==> src/rtl/jprobe_pkg.sv <==
package jprobe_pkg;

  localparam int ID_W        = 32;
  localparam int RESET_EDGES = 5;
  // reset run, then idle-run, select-DR, capture-DR, enter shift-DR
  localparam int SHIFT_FIRST = RESET_EDGES + 4;
  localparam int SHIFT_LAST  = SHIFT_FIRST + ID_W - 1;
  // exit1 on SHIFT_LAST, update on +1, back to idle-run on +2
  localparam int LAST_EDGE   = SHIFT_LAST + 2;
  localparam int EDGE_W      = $clog2(LAST_EDGE + 2);
  localparam int MFR_LSB     = 1;
  localparam int MFR_W       = 11;

  typedef enum logic {
    SQ_IDLE = 1'b0,
    SQ_RUN  = 1'b1
  } seq_state_t;

  // Mode-select value to present before rising edge number e (0-based).
  function automatic logic tms_for(input int unsigned e);
    if (e < RESET_EDGES)          return 1'b1;
    if (e == RESET_EDGES)         return 1'b0;
    if (e == RESET_EDGES + 1)     return 1'b1;
    if (e <= SHIFT_LAST - 1)      return 1'b0;
    if (e <= SHIFT_LAST + 1)      return 1'b1;
    if (e == LAST_EDGE)           return 1'b0;
    return 1'b1;
  endfunction

endpackage

==> src/rtl/jprobe_tck.sv <==
module jprobe_tck #(
  parameter int DIV_W = 8
) (
  input  logic             clk_i,
  input  logic             rst_ni,
  input  logic             run_i,
  input  logic [DIV_W-1:0] div_i,
  output logic             tck_o,
  output logic             rise_o,
  output logic             fall_o
);

  logic [DIV_W-1:0] cnt_q, cnt_d;
  logic             tck_q, tck_d;
  logic             hit;

  always_comb begin
    hit    = run_i && (cnt_q == div_i);
    rise_o = hit && !tck_q;
    fall_o = hit && tck_q;
    cnt_d  = cnt_q;
    tck_d  = tck_q;
    if (!run_i) begin
      cnt_d = '0;
      tck_d = 1'b0;
    end else if (hit) begin
      cnt_d = '0;
      tck_d = ~tck_q;
    end else begin
      cnt_d = cnt_q + 1'b1;
    end
  end

  always_ff @(posedge clk_i or negedge rst_ni) begin
    if (!rst_ni) begin
      cnt_q <= '0;
      tck_q <= 1'b0;
    end else begin
      cnt_q <= cnt_d;
      tck_q <= tck_d;
    end
  end

  assign tck_o = tck_q;

  // a rising strobe is always followed by a high test clock
  p_rise_then_high_r2 : assert property (@(posedge clk_i) disable iff (!rst_ni)
    rise_o |=> tck_o);

endmodule

==> src/rtl/jprobe_seq.sv <==
module jprobe_seq
  import jprobe_pkg::*;
(
  input  logic            clk_i,
  input  logic            rst_ni,
  input  logic            start_i,
  input  logic            rise_i,
  input  logic            fall_i,
  input  logic            tck_i,
  input  logic            tdo_i,
  output logic            busy_o,
  output logic            tms_o,
  output logic            fin_o,
  output logic [ID_W-1:0] word_o
);

  seq_state_t        state_q, state_d;
  logic [EDGE_W-1:0] edge_q, edge_d;
  logic              tms_q, tms_d;
  logic [ID_W-1:0]   sh_q, sh_d;
  logic              in_shift, sh_en;

  always_comb begin
    in_shift = (edge_q >= EDGE_W'(SHIFT_FIRST)) && (edge_q <= EDGE_W'(SHIFT_LAST));
    sh_en    = (state_q == SQ_RUN) && rise_i && in_shift;
    fin_o    = (state_q == SQ_RUN) && fall_i && (edge_q == EDGE_W'(LAST_EDGE + 1));
    state_d  = state_q;
    edge_d   = edge_q;
    tms_d    = tms_q;
    sh_d     = sh_en ? {tdo_i, sh_q[ID_W-1:1]} : sh_q;
    unique case (state_q)
      SQ_IDLE: begin
        if (start_i) begin
          state_d = SQ_RUN;
          edge_d  = '0;
          tms_d   = 1'b1;
        end
      end
      SQ_RUN: begin
        if (rise_i) edge_d = edge_q + 1'b1;
        if (fall_i) begin
          tms_d = tms_for(int'(edge_q));
          if (fin_o) state_d = SQ_IDLE;
        end
      end
      default: state_d = SQ_IDLE;
    endcase
  end

  always_ff @(posedge clk_i or negedge rst_ni) begin
    if (!rst_ni) begin
      state_q <= SQ_IDLE;
      edge_q  <= '0;
      tms_q   <= 1'b1;
      sh_q    <= '0;
    end else begin
      state_q <= state_d;
      edge_q  <= edge_d;
      tms_q   <= tms_d;
      if (sh_en) sh_q <= sh_d;
    end
  end

  assign busy_o = (state_q == SQ_RUN);
  assign tms_o  = tms_q;
  assign word_o = sh_q;

  p_tms_on_fall_r3 : assert property (@(posedge clk_i) disable iff (!rst_ni)
    !$stable(tms_q) |-> $fell(tck_i));

  p_no_edge_idle_r10 : assert property (@(posedge clk_i) disable iff (!rst_ni)
    (state_q == SQ_IDLE) |-> !rise_i);

  p_start_ignored_r9 : assert property (@(posedge clk_i) disable iff (!rst_ni)
    (busy_o && start_i && !fin_o) |=> busy_o);

endmodule

==> src/rtl/jprobe_judge.sv <==
module jprobe_judge
  import jprobe_pkg::*;
(
  input  logic             clk_i,
  input  logic             rst_ni,
  input  logic             load_i,
  input  logic [ID_W-1:0]  word_i,
  output logic             done_o,
  output logic             valid_o,
  output logic [ID_W-1:0]  id_o,
  output logic [MFR_W-1:0] mfr_o
);

  logic verdict;

  always_comb verdict = word_i[0] && !(&word_i);

  always_ff @(posedge clk_i or negedge rst_ni) begin
    if (!rst_ni) begin
      done_o  <= 1'b0;
      valid_o <= 1'b0;
      id_o    <= '0;
      mfr_o   <= '0;
    end else begin
      done_o <= load_i;
      if (load_i) begin
        valid_o <= verdict;
        id_o    <= word_i;
        mfr_o   <= word_i[MFR_LSB +: MFR_W];
      end
    end
  end

  p_done_pulse_r7 : assert property (@(posedge clk_i) disable iff (!rst_ni)
    done_o |=> !done_o);

  p_valid_rule_r6 : assert property (@(posedge clk_i) disable iff (!rst_ni)
    (done_o && valid_o) |-> (id_o[0] && (id_o != {ID_W{1'b1}})));

endmodule

==> src/rtl/jprobe_pins.sv <==
module jprobe_pins #(
  parameter int CH    = 8,
  parameter int SEL_W = $clog2(CH)
) (
  input  logic             tck_i,
  input  logic             tms_i,
  input  logic [SEL_W-1:0] tck_sel_i,
  input  logic [SEL_W-1:0] tms_sel_i,
  input  logic [SEL_W-1:0] tdo_sel_i,
  input  logic [CH-1:0]    chan_i,
  output logic [CH-1:0]    chan_o,
  output logic [CH-1:0]    chan_oe_o,
  output logic             tdo_o
);

  for (genvar g = 0; g < CH; g++) begin : g_chan
    always_comb begin
      if (tck_sel_i == SEL_W'(g))      chan_o[g] = tck_i;
      else if (tms_sel_i == SEL_W'(g)) chan_o[g] = tms_i;
      else                             chan_o[g] = 1'b1;
      chan_oe_o[g] = (tdo_sel_i != SEL_W'(g));
    end
  end

  always_comb begin
    tdo_o = 1'b1;
    for (int i = 0; i < CH; i++) begin
      if (tdo_sel_i == SEL_W'(i)) tdo_o = chan_i[i];
    end
  end

endmodule

==> src/rtl/jtag_id_probe.sv <==
module jtag_id_probe
  import jprobe_pkg::*;
#(
  parameter int CH    = 8,
  parameter int DIV_W = 8,
  parameter int SEL_W = $clog2(CH)
) (
  input  logic             clk_i,
  input  logic             rst_ni,
  input  logic             start_i,
  input  logic [DIV_W-1:0] div_i,
  input  logic [SEL_W-1:0] tck_sel_i,
  input  logic [SEL_W-1:0] tms_sel_i,
  input  logic [SEL_W-1:0] tdo_sel_i,
  input  logic [CH-1:0]    chan_i,
  output logic [CH-1:0]    chan_o,
  output logic [CH-1:0]    chan_oe_o,
  output logic             busy_o,
  output logic             done_o,
  output logic             valid_o,
  output logic [31:0]      id_o,
  output logic [10:0]      mfr_o
);

  logic            tck, rise, fall, tms, tdo, fin;
  logic [ID_W-1:0] word;

  jprobe_tck #(.DIV_W(DIV_W)) i_tck (
    .clk_i (clk_i), .rst_ni (rst_ni), .run_i (busy_o), .div_i (div_i),
    .tck_o (tck), .rise_o (rise), .fall_o (fall)
  );

  jprobe_seq i_seq (
    .clk_i (clk_i), .rst_ni (rst_ni), .start_i (start_i),
    .rise_i (rise), .fall_i (fall), .tck_i (tck), .tdo_i (tdo),
    .busy_o (busy_o), .tms_o (tms), .fin_o (fin), .word_o (word)
  );

  jprobe_judge i_judge (
    .clk_i (clk_i), .rst_ni (rst_ni), .load_i (fin), .word_i (word),
    .done_o (done_o), .valid_o (valid_o), .id_o (id_o), .mfr_o (mfr_o)
  );

  jprobe_pins #(.CH(CH), .SEL_W(SEL_W)) i_pins (
    .tck_i (tck), .tms_i (tms),
    .tck_sel_i (tck_sel_i), .tms_sel_i (tms_sel_i), .tdo_sel_i (tdo_sel_i),
    .chan_i (chan_i), .chan_o (chan_o), .chan_oe_o (chan_oe_o), .tdo_o (tdo)
  );

  p_idle_tck_low_r2 : assert property (@(posedge clk_i) disable iff (!rst_ni)
    !busy_o |-> !tck);

  p_one_input_r8 : assert property (@(posedge clk_i) disable iff (!rst_ni)
    $countones(~chan_oe_o) == 1);

endmodule

==> config.mk <==
export PLATFORM = sky130hd
export DESIGN_NAME = jtag_id_probe
export DESIGN_NICKNAME = d
export VERILOG_FILES = /design/src/rtl/jprobe_pkg.sv /design/src/rtl/jprobe_tck.sv /design/src/rtl/jprobe_seq.sv /design/src/rtl/jprobe_judge.sv /design/src/rtl/jprobe_pins.sv /design/src/rtl/jtag_id_probe.sv
export SDC_FILE = /design/constraint.sdc
export NUM_CORES = 1
export LEC_CHECK = 0
export CAP_MARGIN = 20
export CORE_ASPECT_RATIO = 1.4
export CORE_MARGIN = 1
export CORE_UTILIZATION = 45
export CTS_CLUSTER_SIZE = 16
export DETAILED_ROUTE_END_ITERATION = 8
export DONT_BUFFER_PORTS = 1
export GPL_TIMING_DRIVEN = 1
export PLACE_DENSITY_LB_ADDON = 0.12
export SLEW_MARGIN = 20
export SYNTH_ARGS = -nofsm -noshare
export SYNTH_HDL_FRONTEND = slang
export SYNTH_SLANG_ARGS = --single-unit
export TNS_END_PERCENT = 50
==> constraint.sdc <==
create_clock -name clk_i -period 2.82 [get_ports clk_i]
set_clock_uncertainty 0.15 [all_clocks]
set_input_delay 0.282 -clock clk_i [delete_from_list [all_inputs] [get_ports clk_i]]
set_output_delay 0.282 -clock clk_i [all_outputs]
set_load 0.03 [all_outputs]
# Word-level counts from Yosys, hierarchy flattened
# Index checks and enable logic that the tools add are counted.
# word_totals
ff_bits	94
in_bits	28
output_inout_bits	62
# classes
add_sub_neg	2
order_cmp	5
eq_ne	37
muxes	88
bitwise_logic	2
reduce_logical	18
# op_table
cell	count
2-to-1 mux 1 bit	81
equality test 3 bit, second input constant	12
AND reduction 32 bit	1
equality test 3 x 2 -> 1 bit, second input constant	6
<= comparator 6 bit, second input constant	3
2-to-1 mux 8 bit	2
equality test 6 x 3 -> 1 bit, second input constant	2
equality test 6 bit, second input constant	2
2-to-1 mux 6 bit	2
inequality test 3 bit, second input constant	4
one-hot mux 6 bit (2 select lines)	1
equality test 3 x 1 -> 1 bit, second input constant	3
logical AND 1 bit	9
logical NOT 3 bit	3
adder 8 x 1 -> 8 bit, second input constant	1
equality test 8 bit	1
adder 6 x 1 -> 6 bit, second input constant	1
greater-or-equal comparator 6 x 4 -> 1 bit, second input constant	1
less-than comparator 6 x 3 -> 1 bit, second input constant	1
inequality test 3 x 2 -> 1 bit, second input constant	2
inequality test 2 x 1 -> 1 bit, second input constant	2
inequality test 2 bit, second input constant	2
one-hot mux 1 bit (2 select lines)	2
AND reduction 2 bit	2
4 further kinds	6

# Longest topological paths before layout
# Gate-level depths: netlist of run 1.
# logic_depth
ltp_word	38
mapped_depth	8
ltp_nobuf	7

# Cells and area by module
# Synthesis of run 1 repeated with hierarchy kept, for this count alone.
# unflattened
cells_unflattened	325
hier_area_um2	4101.4
# by_module_without_submodules
module	n_inst	cells_per_inst	area_per_inst_um2	seq_area_each_um2
jprobe_seq	1	125	1831.8	1002.2
jprobe_judge	1	96	1412.6	850.8
jprobe_tck	1	49	493.0	225.2
jprobe_pins	1	55	364.1	0.0

# Least setup slack after synthesis of run 1
# No wires, ideal clock.
# synth_path
path_kind	reg-to-reg
from	reg i_seq.edge_q[0]
to	reg i_seq.sh_q[0], in the netlist i_seq.word_o[0]
arrival_time_ns	1.997
path_slack_ns	0.548
path_stages_with_launch	8
path_buffers	1
period_less_slack_ns	2.272
path_cell_list	dfrtp_1 > inv_1 > ha_1 > or3b_1 > a211o_1 > nand4_2 > buf_6 > mux2_4
# synth_between
elab_chain_cells	3
word_cells_on_any_way	4
cone_classes	2 x order compare; 2 x reduce/logical
# synth_rtl
item	line_no	text
start: declaration	jprobe_seq.sv:18	logic [EDGE_W-1:0] edge_q, edge_d;
start signal: assignment	jprobe_seq.sv:58	edge_q <= edge_d;
greater-or-equal comparator 6 x 4 -> 1 bit / <= comparator 6 bit (equally long branches)	jprobe_seq.sv:24	in_shift = (edge_q >= EDGE_W'(SHIFT_FIRST)) && (edge_q <= EDGE_W'(SHIFT_LAST));
logical AND 1 bit (*)	jprobe_seq.sv:24	
logical AND 1 bit (*)	jprobe_seq.sv:25	sh_en = (state_q == SQ_RUN) && rise_i && in_shift;
end signal: assignment	jprobe_seq.sv:55	sh_q <= '0;
end signal: assignment	jprobe_seq.sv:60	if (sh_en) sh_q <= sh_d;
end: declaration	jprobe_seq.sv:20	logic [ID_W-1:0] sh_q, sh_d;
# Every way passes the cells marked *; elsewhere a longest branch is shown, timed or not.
# A chain may end at the register's enable or synchronous reset.

# Worst setup path in the final report of run 1
# layout_path
from	reg i_seq.edge_q[0]
to	reg i_seq.sh_q[15], in the netlist i_seq.word_o[15]
# The elaborated chain is that of the path after synthesis.

==> impl_metrics.toml, run 1 <==
[routing]
vias = 2509
drc = 0
wl_per_cell_um = 17.4
first_pass_iters = 4
drtIter0Drc = 78
vias_per_cell = 5.75
drt-total-wl_um = 7570
ant_nets = 0

[finish]
stdcell_area_mm2 = 0.00450
utilization_pct = 50.1
syn_to_final_growth_pct = 8.42
diodes = 0
drive_gt1_share_pct = 28.6
nets = 358

[clock_network]
cts_tree = "done"
cts-htree-levels = 3
clock-sinks = 83
post_cts_resized = 0
path_clk_slew_ns = 0.06
clockRootBuffer = "clkbuf_16"
clk_path_buf_depth = 2
numCtsBuffers = 9
clk_latency_ns = 0.33

[synth]
yosysTopAreaCell = "dfrtp_1"
yosysSeqAreaShare_pct = 50.1
synth_edf_count = 0
synth.area.top_cells = "dfrtp_1, mux2_2, mux2_4"
netlist-cell-type-count = 46
ys_ff_latch = 83
ys_async_sr_fraction_pct = 100
netlist.area_leader.share_pct = 49.5
syn_nets = 369
syn_inst = 335
yosysWarnings = 0
ys.flop_type = "dfrtp_1"
syn_area_per_cell_um2 = 12.4
synthesis.area_mm2 = 0.00415

[timing]
max_slew.worst_pin.slew_ns = 0.710
setup_viol = 0
finalSetupTns_ns = 0
period_needed_ns = 2.49
rsz0062_at_grt = "false"
slew_headroom_pct = 52.1
drv_slew = 0
fmax_mhz = 401
finalCritPeriodShare_pct = 88.4
finalHoldViolations = 0

[flow_run]
cap_violations = 0

[placed_design]
dp_hpwl_um = 5150
numPortBuffers = 0
placed_cell_area_mm2 = 0.00413
finalWeightedCongestion = 0.778

[grt]
grt_start_max_net_pins = 84
grt_overflow = 0
grt_pass1_wl_um = 12800
track_usage_pct = 17.0
grt_pass1_vias = 2570
antenna_found_initial = 0

[power_and_ir_drop]
p_per_area_mw_per_mm2 = 667
power.total_mw = 3.00
p_leak_nw = 2.13
ir_worst_vdd_mv = 0.368

[setup_path]
crit_arrival_ns = 2.56
critical_path_peak_fanout = 22
critPathRequiredTime_ns = 2.89
worst_setup_path_start_kind = "flop"
critPathKind = "flop to flop"
end_kind = "flop"

[die]
ios = 90
row_count = 41
initial_core_util_pct = 46.2
core_area_mm2 = 0.00898
dieArea_mm2 = 0.00961
die_x_um = 83.1
die_y_um = 116

[worst_hold_path]
hold_class = "input port to flop"

[run_status]
status = "finished clean"
## through the flow
step / hold slack (ns) / worst slack [ns] / instances
floorplan: -0.164 / 0.548 / 335
CTS: 0.0430 / 0.315 / 436
global placement: -0.161 / 0.397 / 417
detailed placement: -0.161 / 0.323 / 417
finish: 0.0550 / 0.327 / 436
global route: 0.110 / 0.217 / 436
## area by class of cell
class                      count  area, um2
fill                         797       4480
sequential                    83       2080
multi-input combinational    218       1850
clock buffer                   9        225
tap                          107        134
timing repair buffer           8       97.6
clock inverter                 7       91.3
inverter                       4       15.0
## worst max-delay path: stages, from the launching register on
cell,delay (ns)
dfrtp_1,0.46
inv_1,0.11
ha_1,0.20
or3b_1,0.37
a211o_1,0.31
nand4_2,0.20
buf_12,0.23
mux2_2,0.35
## what timing repair did
item / CTS / global route
buffers inserted: 0 / 0
hold endpoints to repair: 84 / 0
hold buffers: 3 / 0
## placed cells by master, fill, tap and decap left out, types with 3 or more instances in the layout
cell / synthesis / layout
nand2b_1: 4 / 4
nand2_1: 13 / 13
dfrtp_1: 82 / 82
o211ai_1: 3 / 3
nand4_1: 11 / 11
o21ai_0: 9 / 9
nand3_1: 14 / 14
buf_4: 13 / 4
o21a_1: 4 / 4
a21oi_1: 5 / 5
mux2_2: 38 / 38
nor2_1: 16 / 16
clkbuf_16: 0 / 9
xor2_1: 4 / 4
ha_1: 6 / 6
nand3b_1: 5 / 5
xnor2_1: 13 / 13
nor4_1: 3 / 3
or4_1: 3 / 3
mux2_4: 28 / 28
and3_1: 4 / 4
nor2b_1: 6 / 6
or3_1: 4 / 4
nor3b_1: 3 / 3
clkinv_2: 0 / 3
inv_1: 4 / 4
## logic make-up after synthesis
kind of cell    synth area share [%]
fa+ha+maj                       1.81
simple gates                    13.2
flops                           50.1
compound gates                  5.37
mux                             20.7
xor+xnor                        3.59
buf+inv                         5.16
## flip-flops by register name, indices dropped and copies added (netlist names)
register / flops
i_judge.done_o: 1
i_judge.id_o: 32
i_judge.valid_o: 1
i_seq.busy_o: 1
i_seq.edge_q: 6
i_seq.tms_o: 1
i_seq.word_o: 32
i_tck.cnt_q: 8
i_tck.tck_o: 1
## report_power, final
group / switching [mW] / internal (mW)
Sequential: 0.104 / 1.26
Combinational: 0.221 / 0.172
Clock: 0.467 / 0.773
Total: 0.791 / 2.21
## routing by layer
layer | global-route usage [%] | up-vias | routed length [um]
met5 | 0 | - | 0
met1 | 20.3 | 1256 | 3210
met3 | 6.27 | 11 | 536
li1 | - | 1167 | -
met4 | 7.24 | 0 | 133
met2 | 27.9 | 75 | 3690
## cell usage after synthesis (2+ instances only)
library cell / count
dfrtp_1: 82
mux2_2: 38
mux2_4: 28
nor2_1: 16
nand3_1: 14
buf_4: 13
nand2_1: 13
xnor2_1: 13
nand4_1: 11
o21ai_0: 9
clkbuf_1: 7
buf_2: 6
ha_1: 6
nor2b_1: 6
a21oi_1: 5
nand3b_1: 5
and3_1: 4
buf_6: 4
inv_1: 4
nand2b_1: 4
o21a_1: 4
or3_1: 4
xor2_1: 4
nor3b_1: 3
nor4_1: 3
o211ai_1: 3
or4_1: 3
a2111oi_0: 2
and2_1: 2
and4_1: 2
o31a_1: 2
## worst paths after layout
check	startpoint	end	slack, ns	cells past startpoint
setup / recovery	i_seq.edge_q[0]$_DFFE_PN0P_	i_seq.word_o[15]$_DFFE_PN0P_	0.33	7
hold / removal	tdo_sel_i[0]	i_seq.word_o[31]$_DFFE_PN0P_	0.05	3
setup reg to reg	i_seq.edge_q[0]$_DFFE_PN0P_	i_seq.word_o[15]$_DFFE_PN0P_	0.33	7
hold reg to reg	i_tck.cnt_q[0]$_DFF_PN0_	i_tck.cnt_q[0]$_DFF_PN0_	0.37	1
max in group asynchronous	rst_ni	i_seq.tms_o$_DFFE_PN1P_	1.80	2
min in group asynchronous	rst_ni	i_tck.cnt_q[5]$_DFF_PN0_	0.35	2
(Power assumes the default switching activity.)
==> run 2: changes to the inputs <==
--- a/config.mk
+++ b/config.mk
@@ -5,9 +5,10 @@
 export SDC_FILE = /design/constraint.sdc
 export NUM_CORES = 1
 export LEC_CHECK = 0
+export ABC_AREA = 1
 export CAP_MARGIN = 20
 export CORE_ASPECT_RATIO = 1.4
-export CORE_MARGIN = 1
+export CORE_MARGIN = 2
 export CORE_UTILIZATION = 45
 export CTS_CLUSTER_SIZE = 16
 export DETAILED_ROUTE_END_ITERATION = 8
==> constraint.sdc (replaced) <==
create_clock -name clk_i -period 2.5 [get_ports clk_i]
set_clock_uncertainty 0.15 [all_clocks]
set_input_delay 0.25 -clock clk_i [delete_from_list [all_inputs] [get_ports clk_i]]
set_output_delay 0.25 -clock clk_i [all_outputs]
set_load 0.03 [all_outputs]
==> impl_metrics.toml, run 2 <==
[synth]
netlist-cell-type-count = 30
syn_inst = 547
yosysSeqAreaShare_pct = 49.2
syn_nets = 581
synth.area.top_cells = "dfrtp_1, nand2_1, nand3_1"
syn_area_per_cell_um2 = 7.72
yosysMostFrequentCell = "nand2_1"
yosysTopAreaCell = "dfrtp_1"
netlist.area_leader.share_pct = 48.6
synth_common_cells = "nand2_1, nand3_1, dfrtp_1"
ys_async_sr_fraction_pct = 100
ys.flop_type = "dfrtp_1"
yosysWarnings = 0
synthesis.area_mm2 = 0.00422
ys_ff_latch = 83
synth_edf_count = 0

[die]
dieArea_mm2 = 0.0102
initial_core_util_pct = 46.5
die_y_um = 119
ios = 90
core_area_mm2 = 0.00908
die_x_um = 85.9
row_count = 41

[routing]
drtIter0Drc = 202
vias = 3418
ant_nets = 0
first_pass_iters = 7
vias_per_cell = 5.27
drc = 8
drt-total-wl_um = 8670
wl_per_cell_um = 13.4

[setup_path]
crit_arrival_ns = 2.22
worst_setup_path_start_kind = "flop"
critPathMaxStageDelay_ns = 0.40
cp_cell_sequence = "inv_1 -> ha_1 -> inv_1 -> nand2_1 -> nand3_1 -> nor2_1 -> nor2_2 -> nand4_2 -> buf_4 -> nand2_1 -> nand2_1"
critPathSlowestCell = "dfrtp_1"
end_kind = "flop"
critPathKind = "flop to flop"
critical_path_peak_fanout = 14
path_common_cell = "nand2_1"
cp_num_buf_inv = 3
critPathRequiredTime_ns = 2.57
cp_top_family = "simple AND/OR/NAND/NOR gates"

[clock_network]
clk_path_buf_depth = 2
clk_latency_ns = 0.33
post_cts_resized = 0
cts-htree-levels = 3
numCtsBuffers = 9
cts_tree = "done"
clockRootBuffer = "clkbuf_16"
clock-sinks = 83
cts_setup_buffers = 0
path_clk_slew_ns = 0.06

[grt]
grt_pass1_vias = 3279
grt_overflow = 0
antenna_found_initial = 0
grt_start_max_net_pins = 84
track_usage_pct = 18.1
grt_pass1_wl_um = 14900

[run_status]
status = "finished with violations"
violations = "DRC"

[timing]
fmax_mhz = 465
finalCritPeriodShare_pct = 86.1
setup_viol = 0
finalSetupTns_ns = 0
layout_setup_ws_ns = 0.349
drv_slew = 0
period_needed_ns = 2.15
finalHoldViolations = 0
slew_headroom_pct = 49.5
max_slew.worst_pin.slew_ns = 0.754
rsz0062_at_grt = "false"

[finish]
nets = 571
syn_to_final_growth_pct = 8.95
drive_gt1_share_pct = 6.47
layout_commonest_cell = "nand2_1"
final_cell_mix = "nand2_1, nand3_1, dfrtp_1, nor2_1, inv_1"
diodes = 0

[placed_design]
finalWeightedCongestion = 0.775
dp_worst_setup_slack_ns = 0.345
dp_hpwl_um = 5990
numPortBuffers = 0

[power_and_ir_drop]
ir_worst_vdd_mv = 0.418
p_per_area_mw_per_mm2 = 809
p_leak_nw = 2.51

[flow_run]
cap_violations = 0

[worst_hold_path]
hold_class = "input port to flop"
[run 2: area by class of cell]
cell class | count | area, um2
fill | 907 | 4480
sequential | 83 | 2080
multi-input combinational | 382 | 1750
clock buffer | 11 | 243
inverter | 50 | 189
tap | 107 | 134
timing repair buffer | 11 | 110
clock inverter | 4 | 98.8
[run 2: path summary, 6_finish.rpt]
| check | startpoint | end | slack [ns] | cells past startpoint |
|---|---|---|---|---|
| min in group asynchronous | rst_ni | i_tck.cnt_q[5]$_DFF_PN0_ | 0.31 | 2 |
| worst max register to register | i_seq.edge_q[0]$_DFFE_PN0P_ | i_seq.word_o[2]$_DFFE_PN0P_ | 0.35 | 11 |
| worst min-delay path | chan_i[7] | i_seq.word_o[31]$_DFFE_PN0P_ | 0.03 | 4 |
| max in group asynchronous | rst_ni | i_seq.word_o[18]$_DFFE_PN0P_ | 1.54 | 2 |
| worst max-delay path | i_seq.edge_q[0]$_DFFE_PN0P_ | i_seq.word_o[2]$_DFFE_PN0P_ | 0.35 | 11 |
| worst min register to register | i_tck.cnt_q[0]$_DFF_PN0_ | i_tck.cnt_q[0]$_DFF_PN0_ | 0.36 | 1 |
[run 2: kinds of logic after synthesis]
group                      count (synthesis)  share of synthesized area, %
buffers and inverters                     82                          9.54
adders and majority gates                  6                          1.78
DFF                                       83                          49.2
xor gates and xnor gates                   5                          1.04
AOI/OAI and AO/OA                         25                          3.32
and+or+nand+nor                          346                          35.1
[run 2: worst register-to-register path: cells and delay by family (launching register included)]
kind / cells / cell delay (ns)
AND/OR/NAND/NOR: 7 / 0.74
buffers and inverters: 3 / 0.50
flip-flops: 1 / 0.40
adder cells (fa/ha/maj): 1 / 0.23
[run 2: power by group]
part | switching (mW) | total (mW) | internal (mW)
logic | 0.453 | 0.651 | 0.198
clock network | 0.509 | 1.51 | 0.999
registers | 0.135 | 1.57 | 1.43
[run 2: metal layers]
metal	track usage (%)	share of wire (%)
met1	21.8	43
met2	30.3	51
met3	5.66	5.8
met4	5.95	0.42
met5	0	0
[run 2: per-stage QoR]
stage,cell area (um2),hold WS [ns],util (%),power (mW),std cells
2_1_floorplan,4220,-0.196,-,2.07,547
3_5_place_dp,4200,-0.192,46.3,2.21,629
3_3_place_gp,4200,-0.194,46.3,2.20,629
5_1_grt,4600,0.0164,50.7,3.93,648
6_report,4600,0.0258,50.7,3.73,648
4_1_cts,4600,0.00415,50.7,3.77,648
[run 2: repair_timing]
action                     CTS  global route
hold buffers                 4             0
hold endpoints to repair    86             0
setup endpoints to repair    0             0
